## src/rtl/ptmr_pkg.sv

```systemverilog
package ptmr_pkg;
  typedef enum logic [1:0] {
    A_COUNT  = 2'd0,
    A_PERIOD = 2'd1,
    A_CTRL   = 2'd2,
    A_NONE   = 2'd3
  } reg_addr_e;

  // control byte layout, bit 7 unused
  typedef struct packed {
    logic [3:0] post;
    logic [1:0] pre;
    logic       run;
  } ctrl_t;
endpackage

```

## src/rtl/ptmr_prescale.sv

```systemverilog
module ptmr_prescale #(
  parameter int PRE_W = 4
) (
  input  logic       clk,
  input  logic       rst,
  input  logic       tick_i,
  input  logic       run_i,
  input  logic [1:0] sel_i,
  input  logic       clr_i,
  output logic       inc_o
);
  localparam int MID = (1 << (PRE_W / 2)) - 1;

  logic [PRE_W-1:0] pcnt_q;
  logic [PRE_W-1:0] lim;

  always_comb begin
    case (sel_i)
      2'd0:    lim = '0;
      2'd1:    lim = PRE_W'(MID);
      default: lim = '1;
    endcase
  end

  assign inc_o = tick_i & run_i & ~clr_i & (pcnt_q == lim);

  always_ff @(posedge clk) begin
    if (rst || clr_i)
      pcnt_q <= '0;
    else if (tick_i && run_i)
      pcnt_q <= (pcnt_q == lim) ? '0 : pcnt_q + 1'b1;
  end


  pre_in_range_chk: assert property (@(posedge clk) disable iff (rst)
    pcnt_q <= lim);


  pre_hold_chk: assert property (@(posedge clk) disable iff (rst)
    (!run_i && !clr_i) |=> $stable(pcnt_q));
endmodule

```

## src/rtl/ptmr_core.sv

```systemverilog
module ptmr_core #(
  parameter int CNT_W = 8
) (
  input  logic             clk,
  input  logic             rst,
  input  logic             inc_i,
  input  logic             load_i,
  input  logic [CNT_W-1:0] load_val_i,
  input  logic [CNT_W-1:0] period_i,
  output logic [CNT_W-1:0] cnt_o,
  output logic             evt_o
);
  logic [CNT_W-1:0] cnt_q;

  assign evt_o = inc_i & ~load_i & (cnt_q == period_i);
  assign cnt_o = cnt_q;

  always_ff @(posedge clk) begin
    if (rst)
      cnt_q <= '0;
    else if (load_i)
      cnt_q <= load_val_i;
    else if (inc_i)
      cnt_q <= (cnt_q == period_i) ? '0 : cnt_q + 1'b1;
  end


  wrap_zero_chk: assert property (@(posedge clk) disable iff (rst)
    evt_o |=> (cnt_q == '0));


  count_hold_chk: assert property (@(posedge clk) disable iff (rst)
    (!inc_i && !load_i) |=> $stable(cnt_q));
endmodule

```

## src/rtl/ptmr_postscale.sv

```systemverilog
module ptmr_postscale #(
  parameter int POST_W = 4
) (
  input  logic              clk,
  input  logic              rst,
  input  logic              evt_i,
  input  logic              clr_i,
  input  logic [POST_W-1:0] lim_i,
  output logic              set_o
);
  logic [POST_W-1:0] pcnt_q;

  assign set_o = evt_i & ~clr_i & (pcnt_q == lim_i);

  always_ff @(posedge clk) begin
    if (rst || clr_i)
      pcnt_q <= '0;
    else if (evt_i)
      pcnt_q <= (pcnt_q == lim_i) ? '0 : pcnt_q + 1'b1;
  end


  post_in_range_chk: assert property (@(posedge clk) disable iff (rst)
    pcnt_q <= lim_i);


  post_clear_chk: assert property (@(posedge clk) disable iff (rst)
    clr_i |=> (pcnt_q == '0));
endmodule

```

## src/rtl/period_timer.sv

```systemverilog
module period_timer #(
  parameter int CNT_W  = 8,
  parameter int PRE_W  = 4,
  parameter int POST_W = 4
) (
  input  logic             clk,
  input  logic             rst,
  input  logic             tick_i,
  input  logic             wr_en,
  input  logic [1:0]       wr_addr,
  input  logic [CNT_W-1:0] wr_data,
  input  logic [1:0]       rd_addr,
  output logic [CNT_W-1:0] rd_data,
  input  logic             flag_clr,
  output logic             irq_o,
  output logic             match_o
);
  import ptmr_pkg::*;

  localparam int CTRL_W = $bits(ctrl_t);

  ctrl_t            ctrl_q;
  logic [CNT_W-1:0] period_q;
  logic [CNT_W-1:0] cnt;
  logic             inc, evt, set_w, clr_w, load_w;

  assign load_w = wr_en && (reg_addr_e'(wr_addr) == A_COUNT);
  assign clr_w  = load_w || (wr_en && (reg_addr_e'(wr_addr) == A_CTRL));

  always_ff @(posedge clk) begin
    if (rst) begin
      ctrl_q   <= '0;
      period_q <= '1;
    end else if (wr_en) begin
      if (reg_addr_e'(wr_addr) == A_PERIOD) period_q <= wr_data;
      if (reg_addr_e'(wr_addr) == A_CTRL)   ctrl_q   <= ctrl_t'(wr_data[CTRL_W-1:0]);
    end
  end

  ptmr_prescale #(.PRE_W(PRE_W)) u_pre (
    .clk(clk), .rst(rst), .tick_i(tick_i), .run_i(ctrl_q.run),
    .sel_i(ctrl_q.pre), .clr_i(clr_w), .inc_o(inc)
  );

  ptmr_core #(.CNT_W(CNT_W)) u_core (
    .clk(clk), .rst(rst), .inc_i(inc), .load_i(load_w),
    .load_val_i(wr_data), .period_i(period_q), .cnt_o(cnt), .evt_o(evt)
  );

  ptmr_postscale #(.POST_W(POST_W)) u_post (
    .clk(clk), .rst(rst), .evt_i(evt), .clr_i(clr_w),
    .lim_i(ctrl_q.post), .set_o(set_w)
  );

  always_ff @(posedge clk) begin
    if (rst) begin
      irq_o   <= 1'b0;
      match_o <= 1'b0;
      rd_data <= '0;
    end else begin
      irq_o   <= set_w | (irq_o & ~flag_clr);
      match_o <= evt;
      case (reg_addr_e'(rd_addr))
        A_COUNT:  rd_data <= cnt;
        A_PERIOD: rd_data <= period_q;
        A_CTRL:   rd_data <= CNT_W'(ctrl_q);
        default:  rd_data <= '0;
      endcase
    end
  end


  reset_state_chk: assert property (@(posedge clk) disable iff (rst)
    $past(rst) |-> (!irq_o && !match_o && period_q == '1 && cnt == '0));


  flag_set_chk: assert property (@(posedge clk) disable iff (rst)
    set_w |=> irq_o);


  flag_sticky_chk: assert property (@(posedge clk) disable iff (rst)
    (irq_o && !flag_clr) |=> irq_o);


  strobe_single_chk: assert property (@(posedge clk) disable iff (rst)
    match_o |=> !match_o || (ctrl_q.pre == 2'd0));
endmodule

```

## config.mk

```make
export PLATFORM = sky130hd
export DESIGN_NAME = period_timer
export DESIGN_NICKNAME = d
export VERILOG_FILES = /design/src/rtl/ptmr_pkg.sv /design/src/rtl/ptmr_prescale.sv /design/src/rtl/ptmr_core.sv /design/src/rtl/ptmr_postscale.sv /design/src/rtl/period_timer.sv
export SDC_FILE = /design/constraint.sdc
export NUM_CORES = 1
export LEC_CHECK = 0
export ABC_AREA = 0
export BUFFER_PORTS_ARGS = -buffer_cell sky130_fd_sc_hd__buf_4
export CAP_MARGIN = 20
export CORE_MARGIN = 2
export CORE_UTILIZATION = 55
export DETAILED_ROUTE_END_ITERATION = 10
export PLACE_DENSITY_LB_ADDON = 0.1
export SYNTH_ARGS = -nofsm -noshare
export SYNTH_HDL_FRONTEND = slang
export SYNTH_SLANG_ARGS = --single-unit
export TNS_END_PERCENT = 5
```

## constraint.sdc

```tcl
create_clock -name clk -period 3 [get_ports clk]
set_input_delay 0.15 -clock clk [delete_from_list [all_inputs] [get_ports clk]]
set_output_delay 0.15 -clock clk [all_outputs]
set_load 0.005 [all_outputs]
```

==> impl_metrics.toml, run 1 <==
[synth]
syn-cell-area_um2 = 2100
syn_inst = 253
synth_cell_types = 46
synth_edf_count = 0
synth_top_area_share_pct = 39.0
yosysSeqAreaShare_pct = 39.0
synth.most_common_cell = "dfxtp_1"
yosysTopAreaCell = "dfxtp_1"
synth_ff_type = "dfxtp_1"
synthTopCellsByArea = "dfxtp_1 (39%), nand2_1 (7.0%), nand3_1 (5.2%)"
synth_fp_nets = 273
ys_warn_count = 0
ys_async_sr_fraction_pct = 0
synth-seq-cells = 41
syn_area_per_cell_um2 = 8.31
yosys-top-cells-count = "dfxtp_1 (41), nand2_1 (39), nor2_1 (28)"

[sta]
rsz0062_at_grt = "no"
worst_pin_slew_ns = 0.900
setup_viol = 0
maxSlewHeadroom_pct = 39.5
whs_ns = 0.0844
finalHoldViolCount = 0
finalCriticalPeriod_ns = 1.97
fmax_mhz = 508
setup_tns_ns = 0
skew_ns = 0.00473
period_share_pct = 65.6
finalMaxSlewViolations = 0

[floorplanning]
rows = 22
die_h_um = 65.8
core_um2 = 3660
dieArea_um2 = 4330
die-width_um = 65.8
io_pins = 27
initial_core_util_pct = 57.4

[global_route]
grt_pass1_wl_um = 8350
grt_max_degree = 28
antenna_found_initial = 0
grt_pass1_vias = 1776
grt_usage_pct = 25.1
overflow = 0

[cts]
cts_setup_buffers = 0
ctsLongestPathBuffers = 2
clkSinkCount = 41
cts-buffers-inserted = 5
root_buffer = "clkbuf_8"
clk_pin_slew_ns = 0.08
cts_tree = "done"
htreeDepth = 2
hold_buffers = 0
post_cts_resized = 0
insertion_delay_ns = 0.29

[worst_setup_path]
crit_chain = "nor4b_4, o211ai_4, a2111oi_4, o21ai_1, a32o_1"
worstPathRequired_ns = 3.19
cp.arrival_ns = 2.16
worstSetupStartpointType = "flop"
path_class = "reg2reg"
worstPathMaxFanout = 7
end_kind = "flop"
slowest_stage = "a2111oi_4"
max_stage_delay_ns = 0.51

[cells_and_area]
layout-drive-gt1-share_pct = 17.5
nFillCells = 337
nets = 293
synthToLayoutAreaGrowth_pct = 14.4
multi_input_area_um2 = 1190
diodes = 0
seq_area_um2 = 821

[power]
p_per_area_nw_per_um2 = 482
p_leak_nw = 0.979
ir_drop_mv = 0.340

[route]
drcViolationCount = 0
routedWlPerCell_um = 14.9
wl_met2_um = 2410
dr.pass1.iters = 4
ant_nets = 0
drtIter0Drc = 108
wl_met1_um = 2130
via_count = 1840
routed-wl-met3_um = 224
wirelength_um = 4810
top_layer_used = "met4"
viasPerCell = 5.71

[status]
status = "completed"

[placement]
port_buffers = 26
place_congestion = 0.858
dp.final_hpwl_um = 3460

[worst_hold_path]
hold_class = "in2reg"

[flow_run]
max-cap-violations = 0
-- metal layers --
metal / GRT usage [%] / vias up
met2: 42.6 / 49
met1: 31.3 / 864
met5: 0 / -
met3: 6.13 / 7
met4: 7.81 / 0
li1: - / 920
-- cells by family (layout without fill, tap and decap cells) --
| kind of cell | after synthesis | count (layout) | synth area share (%) |
|---|---|---|---|
| buf+inv | 17 | 38 | 4.17 |
| mux | 10 | 10 | 4.76 |
| compound gates | 44 | 44 | 15.1 |
| fa+ha+maj | 3 | 3 | 1.79 |
| xor+xnor | 16 | 16 | 6.67 |
| simple gates | 122 | 122 | 28.5 |
| flops | 41 | 41 | 39.0 |
-- per-stage QoR --
step                      cell area (µm²)  cells  util [%]  setup WS, ns  power (W)
after floorplan                      2100    253         -          1.21   0.000665
after global placement               2290    314      62.5          1.12   0.000709
after detailed placement             2290    314      62.5          1.06   0.000710
after CTS                            2400    322      65.7          1.05    0.00116
after global routing                 2400    322      65.7         0.922    0.00121
final                                2400    322      65.7          1.03    0.00116
-- where the power goes --
group	leakage [nW]	total, W	switching [W]	internal (W)
sequential	0.334	0.000579	0.0000174	0.000562
clock	0.0585	0.000460	0.000189	0.000271
combinational	0.587	0.000120	0.0000664	0.0000533
-- critical path: cells and delay by family, from the launching register on --
| kind | cells | cell delay [ns] |
|---|---|---|
| compound gates | 4 | 1.09 |
| flops | 1 | 0.39 |
| simple gates | 1 | 0.37 |
-- placed cells by master (no fill, tap or decap), types with 2 or more instances in the layout --
cell type and instances:
dfxtp_1 41, and3_2 2, mux2i_1 10, xnor2_1 9, buf_4 27, nor2_1 28
nand3b_1 3, nor2b_1 4, o211ai_1 4, a21oi_1 20, nor3b_1 2, nand4_1 4
nand2_1 39, nand3_1 22, a32o_1 2, o21ai_1 2, a31oi_1 4, inv_1 3
nor3_1 3, xor2_1 7, nor4_1 2, clkbuf_8 6, ha_1 3, nand2b_1 2
or2_2 4
-- worst paths after layout --
kind | end | depth (start not counted) | slack (ns) | startpoint
setup / recovery | u_post.pcnt_q[2]$_SDFFE_PP0P_ | 5 | 1.03 | u_pre.pcnt_q[2]$_SDFFE_PP0N_
hold / removal | period_q[7]$_SDFFE_PP1P_ | 3 | 0.08 | wr_data[7]
setup reg to reg | u_post.pcnt_q[2]$_SDFFE_PP0P_ | 5 | 1.03 | u_pre.pcnt_q[2]$_SDFFE_PP0N_
hold reg to reg | ctrl_q[5]$_SDFFE_PP0P_ | 2 | 0.49 | ctrl_q[5]$_SDFFE_PP0P_
-- flip-flops by register name, indices dropped and copies added, names as in the netlist --
name,cells
period_q,8
rd_data,8
u_core.cnt_o,8
ctrl_q,7
u_post.pcnt_q,4
u_pre.pcnt_q,4
irq_o,1
match_o,1
-- layout make-up --
| type | count | area share, % |
|---|---|---|
| clock inverters | 1 | 1.25 |
| well taps | 48 | 2.50 |
| flip-flops and latches | 41 | 34.1 |
| clock buffers | 7 | 3.59 |
| inverters | 3 | 0.468 |
| repair buffers | 27 | 8.43 |
| multi-input cells | 195 | 49.6 |
Note: power is estimated with default switching activity, not from simulation.
==> run 2, diff against run 1 <==
Settings changed: ABC_AREA 0 to 1, CORE_UTILIZATION 55 to 52.
Clock period 3 ns to 1.66 ns, I/O delays scaled along.
==> impl_metrics.toml, run 2 <==
[status]
status = "completed"

[worst_setup_path]
path_class = "reg2reg"
worstPathRequired_ns = 1.86
critPathLaunch = "u_core.cnt_o[2]$_SDFFE_PP0P_"
cpMostUsedCell = "nand2_1"
worstSetupStartpointType = "flop"
cp.arrival_ns = 1.67
slowest_stage = "dfxtp_1"
rrSetupSlack_ns = 0.19
end_kind = "flop"
r2r_start = "u_core.cnt_o[2]$_SDFFE_PP0P_"
crit_chain = "xnor2_1, nand2_1, nor2_2, nand2_2, nor2_2, nand2_1, nand2_1, nor2_1"
worstPathMaxFanout = 9
max_stage_delay_ns = 0.53

[route]
viasPerCell = 4.96
routedWlPerCell_um = 12.2
drtIter0Drc = 157
wirelength_um = 5290
via_count = 2157
ant_nets = 0
dr.pass1.iters = 4
drcViolationCount = 0

[sta]
maxSlewHeadroom_pct = 68.4
skew_ns = 0.00747
finalCriticalPeriod_ns = 1.47
rsz0062_at_grt = "no"
setup_tns_ns = 0
setup_viol = 0
finalHoldViolCount = 0
finalMaxSlewViolations = 0
fmax_mhz = 679
worst_pin_slew_ns = 0.472
period_share_pct = 88.7

[synth]
synth_cell_types = 24
syn-cell-area_um2 = 2270
synth_edf_count = 0
ys_async_sr_fraction_pct = 0
ys_warn_count = 0
yosysSeqAreaShare_pct = 36.2
yosys-top-cells-count = "nand2_1 (127), inv_1 (44), dfxtp_1 (41)"
synth.most_common_cell = "nand2_1"
syn_area_per_cell_um2 = 6.48
synth-seq-cells = 41
syn_inst = 350
synth_top_area_share_pct = 36.2
synth_ff_type = "dfxtp_1"
synthTopCellsByArea = "dfxtp_1 (36%), nand2_1 (21%), nand3_1 (7.7%)"
yosysTopAreaCell = "dfxtp_1"
synth_fp_nets = 370

[cts]
cts_tree = "done"
post_cts_resized = 0
clk_pin_slew_ns = 0.08
cts_setup_buffers = 0
hold_buffers = 0
cts-buffers-inserted = 5
ctsLongestPathBuffers = 2
insertion_delay_ns = 0.30
root_buffer = "clkbuf_8"
htreeDepth = 2
clkSinkCount = 41

[global_route]
grt_max_degree = 17
grt_usage_pct = 23.5
overflow = 0
grt_pass1_vias = 1943
antenna_found_initial = 0
grt_pass1_wl_um = 9140

[cells_and_area]
final_cell_mix = "nand2_1 (127), inv_1 (44), dfxtp_1 (41)"
nets = 402
layout-drive-gt1-share_pct = 14.9
synthToLayoutAreaGrowth_pct = 16.9
fin_util_pct = 62.2
diodes = 0
final_common_cell = "nand2_1"
design_area_um2 = 2650
nFillCells = 442

[power]
ir_drop_mv = 0.651
total_power_w = 0.00213
p_per_area_nw_per_um2 = 802
p_leak_nw = 1.31

[placement]
place_congestion = 0.929
port_buffers = 26
dp.final_hpwl_um = 4000
dpl_cell_area_um2 = 2540

[worst_hold_path]
hold_class = "in2reg"
min_from = "wr_data[7]"

[floorplanning]
core_um2 = 4260
die_h_um = 70.1
initial_core_util_pct = 53.2
dieArea_um2 = 4910
rows = 24
die-width_um = 70.1
io_pins = 27

[flow_run]
max-cap-violations = 0
==> run 2: changes by cell type in the layout (fill, tap and decap cells not counted), moves of 4 or more <==
cell | previous run | this run
inv_1 | 3 | 44
buf_4 | 27 | 33
a31oi_1 | 4 | 0
inv_2 | 0 | 7
nor2b_1 | 4 | 0
mux2i_1 | 10 | 0
nand2_1 | 39 | 127
o211ai_1 | 4 | 8
or2_2 | 4 | 0
nand3_1 | 22 | 35
==> run 2: kinds of logic after synthesis <==
| kind of cell | after synthesis | share of synthesized area (%) |
|---|---|---|
| buffers and inverters | 61 | 10.8 |
| AO/OA/AOI/OAI | 29 | 7.28 |
| adder cells (fa/ha/maj) | 3 | 1.65 |
| flip-flops | 41 | 36.2 |
| AND/OR/NAND/NOR | 202 | 38.7 |
| XOR/XNOR | 14 | 5.41 |
==> run 2: per-stage QoR <==
step / worst slack (ns) / instances / hold slack, ns
floorplan: 0.412 / 350 / 0.213
global placement: 0.252 / 427 / 0.309
detailed placement: 0.202 / 427 / 0.317
CTS: 0.187 / 435 / 0.0140
global route: 0.0123 / 435 / 0.0288
finish: 0.188 / 435 / 0.0162
==> run 2: layer usage <==
layer	vias to the layer above	GRT usage [%]	part of all wire [%]
li1	1145	-	-
met1	953	32.0	49
met2	50	36.5	44
met3	9	5.05	5.0
met4	0	8.76	2.2
met5	-	0	0
==> run 2: layout make-up <==
cell class / instances / area [µm²] / area share [%]
Multi-Input combinational cell: 248 / 1200 / 45.4
Clock buffer: 7 / 86.3 / 3.25
Tap cell: 52 / 65.1 / 2.45
Clock inverter: 1 / 30.0 / 1.13
Timing Repair Buffer: 33 / 248 / 9.34
Sequential cell: 41 / 821 / 30.9
Inverter: 53 / 199 / 7.50
==> run 2: where the power goes <==
group          internal [W]  total, W  switching, W  leakage (nW)
Sequential          0.00102   0.00105     0.0000299         0.334
Combinational      0.000103  0.000246      0.000144         0.915
Clock              0.000490  0.000834      0.000344        0.0585
Total               0.00161   0.00213      0.000517          1.31
==> run 2: path summary, 6_finish.rpt <==
kind / cells past startpoint / to
setup / recovery: 8 / u_post.pcnt_q[0]$_SDFFE_PP0P_
hold / removal: 3 / period_q[7]$_SDFFE_PP1P_
hold reg to reg: 2 / irq_o$_SDFF_PP0_
setup reg to reg: 8 / u_post.pcnt_q[0]$_SDFFE_PP0P_
==> run 2: worst max-delay path, delay by kind of cell (launching register included) <==
kind / cells / cell delay (ns)
xor gates and xnor gates: 1 / 0.16
DFF: 1 / 0.53
and+or+nand+nor: 7 / 0.70
==> run 3, diff against run 2 <==
Settings changed: PLACE_DENSITY set to 0.8, PLACE_DENSITY_LB_ADDON 0.1 to not set.
==> impl_metrics.toml, run 3 (synthesis gave the netlist of run 2 again) <==
[status]
status = "completed"

[cells_and_area]
synthToLayoutAreaGrowth_pct = 14.9
nets = 400
final_common_cell = "nand2_1"
final_cell_mix = "nand2_1 (127), inv_1 (44), dfxtp_1 (41)"
design_area_um2 = 2610
layout-drive-gt1-share_pct = 14.2
nFillCells = 419
diodes = 0

[worst_setup_path]
rrSetupSlack_ns = 0.16
reg2regPathDepth = 8
worstPathRequired_ns = 1.86
r2r_end = "u_post.pcnt_q[1]$_SDFFE_PP0P_"
worstSetupStartpointType = "flop"
cp.arrival_ns = 1.70
path_class = "reg2reg"
worstPathMaxFanout = 9
end_kind = "flop"
cpMostUsedCell = "nand2_1"
crit_chain = "xnor2_1, nand2_1, nor2_2, nand2_2, nor2_2, nand2_1, nand2_1, nor2_1"
r2r_start = "u_core.cnt_o[2]$_SDFFE_PP0P_"
max_stage_delay_ns = 0.51
crit_family = "simple AND/OR/NAND/NOR gates"
slowest_stage = "dfxtp_1"
path_buf_inv = 0

[sta]
setup_tns_ns = 0
finalHoldViolCount = 0
finalMaxSlewViolations = 0
worst_pin_slew_ns = 0.518
maxSlewHeadroom_pct = 65.2
worst_slack_ns = 0.157
period_share_pct = 90.5
rsz0062_at_grt = "no"
finalCriticalPeriod_ns = 1.50
fmax_mhz = 665
whs_ns = 0.0140
setup_viol = 0
skew_ns = 0.00647

[floorplanning]
io_pins = 27
dieArea_um2 = 4910
die-width_um = 70.1
rows = 24
die_h_um = 70.1
initial_core_util_pct = 53.2
core_um2 = 4260

[placement]
dp.final_hpwl_um = 3970
place_congestion = 0.920
dpl_cell_area_um2 = 2520
port_buffers = 26
pre_cts_slack_ns = 0.178

[worst_hold_path]
min_from = "wr_data[7]"
min_path_cells = 3
hold_class = "in2reg"
holdPathEnd = "period_q[7]$_SDFFE_PP1P_"

[global_route]
grt_usage_pct = 22.7
grt_pass1_wl_um = 8760
overflow = 0
antenna_found_initial = 0
grt_pass1_vias = 1943
grt_max_degree = 20

[route]
via_count = 2139
dr.pass1.iters = 4
viasPerCell = 4.95
drcViolationCount = 0
ant_nets = 0
wirelength_um = 5290
routedWlPerCell_um = 12.3
drtIter0Drc = 109

[cts]
ctsLongestPathBuffers = 2
post_cts_resized = 0
cts_tree = "done"
htreeDepth = 2
root_buffer = "clkbuf_8"
clk_pin_slew_ns = 0.07
clkSinkCount = 41
cts-buffers-inserted = 5
hold_buffers = 0
insertion_delay_ns = 0.30
cts_setup_buffers = 0

[power]
p_leak_nw = 1.28
p_per_area_nw_per_um2 = 750
ir_drop_mv = 0.517

[flow_run]
max-cap-violations = 0
run 3: worst max-delay path by stage:
stage	from	end	slack, ns	cells after the start
after global placement	u_core.cnt_o[2]$_SDFFE_PP0P_	u_post.pcnt_q[1]$_SDFFE_PP0P_	0.23	10
after floorplan	u_core.cnt_o[5]$_SDFFE_PP0P_	u_post.pcnt_q[0]$_SDFFE_PP0P_	0.41	11
final	u_core.cnt_o[2]$_SDFFE_PP0P_	u_post.pcnt_q[1]$_SDFFE_PP0P_	0.16	8
after detailed placement	u_core.cnt_o[2]$_SDFFE_PP0P_	u_post.pcnt_q[1]$_SDFFE_PP0P_	0.18	8
after CTS	u_core.cnt_o[2]$_SDFFE_PP0P_	u_post.pcnt_q[0]$_SDFFE_PP0P_	0.16	8
after global routing	u_core.cnt_o[7]$_SDFFE_PP0P_	u_post.pcnt_q[0]$_SDFFE_PP0P_	0.009	11
run 3: report_power, final:
group / switching, W / leakage [nW] / internal [W] / total [W]
logic: 0.000144 / 0.905 / 0.000100 / 0.000245
registers: 0.0000300 / 0.334 / 0.00102 / 0.00105
clock network: 0.000333 / 0.0443 / 0.000330 / 0.000663
run 3: metrics by stage:
stage,total power [W],cells,utilization [%]
finish,0.00195,432,61.2
global route,0.00203,432,61.2
CTS,0.00199,432,61.2
detailed placement,0.00131,425,59.1
global placement,0.00131,425,59.1
floorplan,0.00121,350,-
run 3: area by class of cell:
cell class | instances | area (µm²) | share of cell area, %
multi-input combinational | 248 | 1200 | 46.2
sequential | 41 | 821 | 31.5
timing repair buffer | 31 | 233 | 8.93
inverter | 53 | 199 | 7.63
clock buffer | 7 | 86.3 | 3.31
tap | 52 | 65.1 | 2.50
run 3: worst reg2reg max path, delay by kind of cell (launching register included):
family / cells / cell delay (ns)
AND/OR/NAND/NOR: 7 / 0.73
flip-flops: 1 / 0.51
XOR/XNOR: 1 / 0.17
run 3: routing by layer:
| metal | global-route usage, % | share of wire [%] | vias to the layer above |
|---|---|---|---|
| met4 | 8.33 | 2.1 | 0 |
| met5 | 0 | 0 | - |
| li1 | - | - | 1136 |
| met3 | 5.05 | 4.5 | 8 |
| met2 | 37.6 | 46 | 46 |
| met1 | 29.1 | 47 | 949 |
